**src/rtl/supv_pkg.sv**
```systemverilog
package supv_pkg;

  typedef enum logic [1:0] {
    WD_SEL_A   = 2'b00,
    WD_SEL_B   = 2'b01,
    WD_SEL_C   = 2'b10,
    WD_SEL_OFF = 2'b11
  } wd_sel_e;

  // Largest of three periods, used to size the watchdog counter.
  function automatic int unsigned max3(input int unsigned a, input int unsigned b,
                                       input int unsigned c);
    int unsigned m;
    m = (a > b) ? a : b;
    return (m > c) ? m : c;
  endfunction

  // Period in cycles for a select code; zero for the disabling code.
  function automatic logic [31:0] period_for(input logic [1:0] sel, input logic [31:0] p0,
                                             input logic [31:0] p1, input logic [31:0] p2);
    case (wd_sel_e'(sel))
      WD_SEL_A: return p0;
      WD_SEL_B: return p1;
      WD_SEL_C: return p2;
      default:  return 32'd0;
    endcase
  endfunction

  // The watchdog is live only when enabled and a real period is chosen.
  function automatic logic wd_live(input logic en, input logic [1:0] sel);
    return en && (wd_sel_e'(sel) != WD_SEL_OFF);
  endfunction

  // True when the count about to be stored would reach the limit.
  function automatic logic wd_expired(input logic [31:0] count, input logic [31:0] limit);
    return (count + 32'd1) >= limit;
  endfunction

endpackage

```
**src/rtl/supv_kick_sync.sv**
```systemverilog
module supv_kick_sync (
  input  logic clk_i,
  input  logic pwr_ok_i,
  input  logic kick_i,
  output logic fall_o
);
  logic s_meta, s_sync, s_prev;

  always_ff @(posedge clk_i) begin
    if (!pwr_ok_i) begin
      s_meta <= 1'b1;
      s_sync <= 1'b1;
      s_prev <= 1'b1;
    end else begin
      s_meta <= kick_i;
      s_sync <= s_meta;
      s_prev <= s_sync;
    end
  end

  assign fall_o = s_prev & ~s_sync;

  AST_FALL_IS_PULSE: assert property (@(posedge clk_i) disable iff (!pwr_ok_i)
    fall_o |=> !fall_o);
endmodule

```
**src/rtl/supv_hold_timer.sv**
```systemverilog
module supv_hold_timer #(
  parameter int unsigned HOLD_CYCLES = 31_250_000
) (
  input  logic clk_i,
  input  logic pwr_ok_i,
  input  logic restart_i,
  output logic busy_o
);
  localparam int unsigned HW = $clog2(HOLD_CYCLES + 1);
  localparam logic [HW-1:0] HOLD_END = HW'(HOLD_CYCLES);

  logic [HW-1:0] cnt;

  always_ff @(posedge clk_i) begin
    if (!pwr_ok_i || restart_i) cnt <= '0;
    else if (busy_o)            cnt <= cnt + 1'b1;
  end

  assign busy_o = (cnt != HOLD_END);

  AST_LOW_SUPPLY_REARMS: assert property (@(posedge clk_i)
    !pwr_ok_i |=> busy_o && (cnt == '0));
  AST_HOLD_STEPS: assert property (@(posedge clk_i) disable iff (!pwr_ok_i)
    busy_o && !restart_i |=> cnt == $past(cnt) + 1'b1);
  AST_TIMEOUT_REARMS: assert property (@(posedge clk_i) disable iff (!pwr_ok_i)
    restart_i |=> busy_o);
endmodule

```
**src/rtl/supv_wd_timer.sv**
```systemverilog
module supv_wd_timer import supv_pkg::*; #(
  parameter int unsigned CW = 28
) (
  input  logic        clk_i,
  input  logic        pwr_ok_i,
  input  logic        run_i,
  input  logic        kick_i,
  input  logic [31:0] limit_i,
  output logic        bite_o
);
  logic [CW-1:0] cnt;
  logic          expire;

  assign expire = wd_expired(32'(cnt), limit_i);
  assign bite_o = run_i & ~kick_i & expire;

  always_ff @(posedge clk_i) begin
    if (!run_i || kick_i || expire) cnt <= '0;
    else                            cnt <= cnt + 1'b1;
  end

  AST_KICK_RESTARTS: assert property (@(posedge clk_i) disable iff (!pwr_ok_i)
    run_i && kick_i |=> cnt == '0);
  AST_IDLE_CLEARED: assert property (@(posedge clk_i) disable iff (!pwr_ok_i)
    !run_i |=> cnt == '0);
  AST_COUNT_ADVANCES: assert property (@(posedge clk_i) disable iff (!pwr_ok_i)
    run_i && !kick_i && !bite_o |=> cnt == $past(cnt) + 1'b1);
  AST_KICK_BEATS_EXPIRY: assert property (@(posedge clk_i) disable iff (!pwr_ok_i)
    kick_i |-> !bite_o);
endmodule

```
**src/rtl/supv_reset_gen.sv**
```systemverilog
module supv_reset_gen import supv_pkg::*; #(
  parameter int unsigned HOLD_CYCLES = 31_250_000,
  parameter int unsigned WD_CYC_0    = 175_000_000,
  parameter int unsigned WD_CYC_1    = 75_000_000,
  parameter int unsigned WD_CYC_2    = 25_000_000
) (
  input  logic       clk_i,
  input  logic       pwr_ok_i,
  input  logic       kick_i,
  input  logic       wd_en_i,
  input  logic [1:0] wd_sel_i,
  output logic       rst_n_o
);
  localparam int unsigned WD_MAX = max3(WD_CYC_0, WD_CYC_1, WD_CYC_2);
  localparam int unsigned CW     = $clog2(WD_MAX + 1);

  logic        kick_fall;
  logic        hold_busy;
  logic        wd_run;
  logic        wd_bite;
  logic [31:0] wd_limit;

  supv_kick_sync u_sync (
    .clk_i    (clk_i),
    .pwr_ok_i (pwr_ok_i),
    .kick_i   (kick_i),
    .fall_o   (kick_fall)
  );

  supv_hold_timer #(.HOLD_CYCLES(HOLD_CYCLES)) u_hold (
    .clk_i     (clk_i),
    .pwr_ok_i  (pwr_ok_i),
    .restart_i (wd_bite),
    .busy_o    (hold_busy)
  );

  assign wd_limit = period_for(wd_sel_i, WD_CYC_0, WD_CYC_1, WD_CYC_2);
  assign wd_run   = pwr_ok_i & ~hold_busy & wd_live(wd_en_i, wd_sel_i);

  supv_wd_timer #(.CW(CW)) u_wd (
    .clk_i    (clk_i),
    .pwr_ok_i (pwr_ok_i),
    .run_i    (wd_run),
    .kick_i   (kick_fall),
    .limit_i  (wd_limit),
    .bite_o   (wd_bite)
  );

  assign rst_n_o = pwr_ok_i & ~hold_busy;

  AST_LOW_SUPPLY_RESET: assert property (@(posedge clk_i)
    !pwr_ok_i |=> !rst_n_o);
  AST_BITE_ASSERTS_RESET: assert property (@(posedge clk_i) disable iff (!pwr_ok_i)
    wd_bite |=> !rst_n_o);
  AST_DISABLED_QUIET: assert property (@(posedge clk_i) disable iff (!pwr_ok_i)
    (!wd_en_i || wd_sel_i == 2'b11) |-> !wd_bite);
  AST_NO_BITE_IN_RESET: assert property (@(posedge clk_i) disable iff (!pwr_ok_i)
    !rst_n_o |-> !wd_bite);
endmodule

```
**config.mk**
```make
export PLATFORM = sky130hd
export DESIGN_NAME = supv_reset_gen
export DESIGN_NICKNAME = d
export VERILOG_FILES = /design/src/rtl/supv_pkg.sv /design/src/rtl/supv_kick_sync.sv /design/src/rtl/supv_hold_timer.sv /design/src/rtl/supv_wd_timer.sv /design/src/rtl/supv_reset_gen.sv
export SDC_FILE = /design/constraint.sdc
export NUM_CORES = 1
export LEC_CHECK = 0
export BUFFER_PORTS_ARGS = -buffer_cell sky130_fd_sc_hd__clkbuf_2
export CAP_MARGIN = 20
export CORE_UTILIZATION = 47
export CTS_CLUSTER_DIAMETER = 200
export DETAILED_ROUTE_END_ITERATION = 7
export SYNTH_ARGS = -nofsm -noshare
export SYNTH_HDL_FRONTEND = slang
export SYNTH_SLANG_ARGS = --single-unit
```
**constraint.sdc**
```tcl
create_clock -name clk_i -period 3.9 [get_ports clk_i]
set_input_delay 0.39 -clock clk_i [delete_from_list [all_inputs] [get_ports clk_i]]
set_output_delay 0.39 -clock clk_i [all_outputs]
set_load 0.01 [all_outputs]
```
==> impl_metrics.tcl <==
set metrics [dict create \
    grt_max_degree 30 \
    port_buffers 6 \
    io-pin-count 7 \
    grt_pass1_vias 2368 \
    synthTopCellsByCount "dfxtp_1 (56), xnor2_1 (33), nand2_1 (32), nor2_1 (31), ha_1 (26)" \
    maxCapViolCount 0 \
    die-width_um 84.5 \
    synth_largest_area_cell "dfxtp_1" \
    yosysSeqAreaShare_pct 35.1 \
    wl_per_cell_um 13.1 \
    routabilityCongestion 0.777 \
    fin_tns_setup_ns 0 \
    crit_type "flop to flop" \
    finalCritPeriodShare_pct 87.9 \
    hold_class "primary input to flop" \
    worstPathRequired_ns 4.14 \
    nNetsFinal 396 \
    grt_overflow 0 \
    post_cts_buffers 0 \
    drt_first_pass_iters 6 \
    grt_pass1_wl_um 10500 \
    stdcell_count 442 \
    drtIter0Drc 61 \
    grt_antenna_before_repair 0 \
    fin_area_um2 3400 \
    worstPathMaxFanout 27 \
    routed_wl_um 5770 \
    core_um2 6460 \
    dp_hpwl_um 4270 \
    syn_inst 355 \
    path_clk_slew_ns 0.10 \
    vdd_ir_drop_max_v 0.000137 \
    slew_headroom_pct 63.7 \
    drive_gt1_share_pct 12.3 \
    seqCellArea_um2 1120 \
    slew_viol_final 0 \
    via_per_inst 5.24 \
    htree_levels 2 \
    p_leak_nw 1.36 \
    start_util_pct 49.5 \
    setup_ws_ns 0.472 \
    yosysUniqueCellTypes 44 \
    nFillCells 628 \
    drtAntennaViolNets 0 \
    violations "design-rule violations" \
    placed_cell_area_um2 3300 \
    die-area_um2 7140 \
    crit_path_start_kind "flop" \
    ys_top_cells_by_area "dfxtp_1 (35%), ha_1 (10%), xnor2_1 (9.0%)" \
    pre_cts_slack_ns 0.347 \
    power_density_nw_per_um2 282 \
    drc 2 \
    clock_path_buffers 2 \
    multi_input_area_um2 1980 \
    cts_tree "done" \
    fin_worst_skew_ns 0.0125 \
    rows 29 \
    clock-root-buffer "clkbuf_8" \
    synth_area_per_cell_um2 9.01 \
    max_freq_mhz 292 \
    synthFlopType "dfxtp_1" \
    cts_sinks 56 \
    via_count 2316 \
    critical_path.endpoint_type "flop" \
    status "complete, but fails checks" \
    track_usage_pct 18.2 \
    rsz0062_at_grt "false" \
    antenna-diode-count 0 \
    worstPathArrival_ns 3.67 \
    die_h_um 84.5 \
    ys_seq_elements 56 \
    clk_latency_ns 0.31 \
    yosys.cell_count.top_type "dfxtp_1" \
    synth_top_area_share_pct 35.1 \
    fin_crit_ns 3.43 \
    syn_area_um2 3200 \
    synth_edf_count 0 \
    dp.cells 434 \
    cts_buffers 5 \
    worstMarginPinSlew_ns 0.537 \
    finalSetupViolations 0 \
    syn2layout_area_growth_pct 6.22 \
    synth_warnings 0 \
    hold_viol_final 0 \
    async_flop_share_pct 0 \
    syn-num-nets 387 \
]
-- worst max-delay path, stage by stage (launching register included) --
cell and delay [ns]:
dfxtp_1 0.42, and4_1 0.30, nand4_1 0.20, nor2_2 0.26, nand4_1 0.14, xnor2_1 0.20
ha_1 0.27, a21o_1 0.16, a21o_1 0.17, a221o_1 0.30, a311oi_2 0.41, nand4_4 0.12
buf_4 0.27, nor2b_1 0.14
-- per-stage QoR --
stage	power, mW	util (%)	hold slack, ns
after floorplan	0.620	-	0.386
after global placement	0.632	51.1	0.390
after detailed placement	0.633	51.1	0.396
after CTS	0.974	52.6	0.246
after global routing	1.01	52.6	0.267
final	0.957	52.6	0.255
-- flip-flops by register name (all words and copies together), names as in the netlist --
register,cells
u_hold.cnt,25
u_sync.s_sync,1
u_wd.cnt,28
u_sync.s_prev,1
u_sync.s_meta,1
-- layout by cell type, fill, tap and decap left out, drive strengths merged, types with 15 or more instances in the layout --
master | synthesis | final
dfxtp | 56 | 56
ha | 26 | 26
nand3 | 18 | 18
nand2 | 33 | 33
nor2b | 20 | 20
xor2 | 15 | 15
xnor2 | 33 | 33
and2 | 16 | 16
nor2 | 37 | 37
nand4 | 18 | 18
-- kinds of logic after synthesis --
group	count (synthesis)	share of synthesized area (%)
XOR/XNOR	48	13.1
AND/OR/NAND/NOR	180	32.1
AO/OA/AOI/OAI	23	5.71
buffers and inverters	20	3.17
adder cells (fa/ha/maj)	26	10.2
multiplexers	2	0.626
flip-flops	56	35.1
-- final timing paths --
check	from	to	slack [ns]	cells after the start
hold / removal	kick_i	u_sync.s_meta$_SDFF_PN1_	0.25	2
setup reg to reg	u_wd.cnt[9]$_SDFF_PP0_	u_wd.cnt[14]$_SDFF_PP0_	0.47	13
setup / recovery	u_wd.cnt[9]$_SDFF_PP0_	u_wd.cnt[14]$_SDFF_PP0_	0.47	13
hold reg to reg	u_sync.s_meta$_SDFF_PN1_	u_sync.s_sync$_SDFF_PN1_	0.42	1
-- repair_timing --
| action | CTS | global route |
|---|---|---|
| resized for setup | 0 | 1 |
| endpoints found under the setup margin | 0 | 5 |
| hold buffers | 0 | 0 |
-- power by group --
| part | total, mW | switching [mW] | leakage [nW] | internal (mW) |
|---|---|---|---|---|
| clock | 0.338 | 0.192 | 0.0516 | 0.146 |
| combinational | 0.0394 | 0.0231 | 0.860 | 0.0164 |
| sequential | 0.580 | 0.00451 | 0.452 | 0.575 |
| total | 0.957 | 0.220 | 1.36 | 0.738 |
-- per-layer routing --
layer / routed length [um] / global-route usage (%) / up-vias
met5: 0 / 0 / -
met4: 30 / 4.16 / 0
met3: 149 / 3.34 / 2
met2: 2690 / 32.7 / 22
met1: 2910 / 22.5 / 1060
li1: - / - / 1232
-- area by class of cell --
type / count / area share [%]
multi-input cells: 279 / 58.2
flip-flops and latches: 56 / 33.0
well taps: 77 / 2.84
clock buffers: 6 / 2.43
repair buffers: 10 / 1.77
inverters: 12 / 1.33
clock inverters: 2 / 0.405
Note: power is estimated with default switching activity, not from simulation.
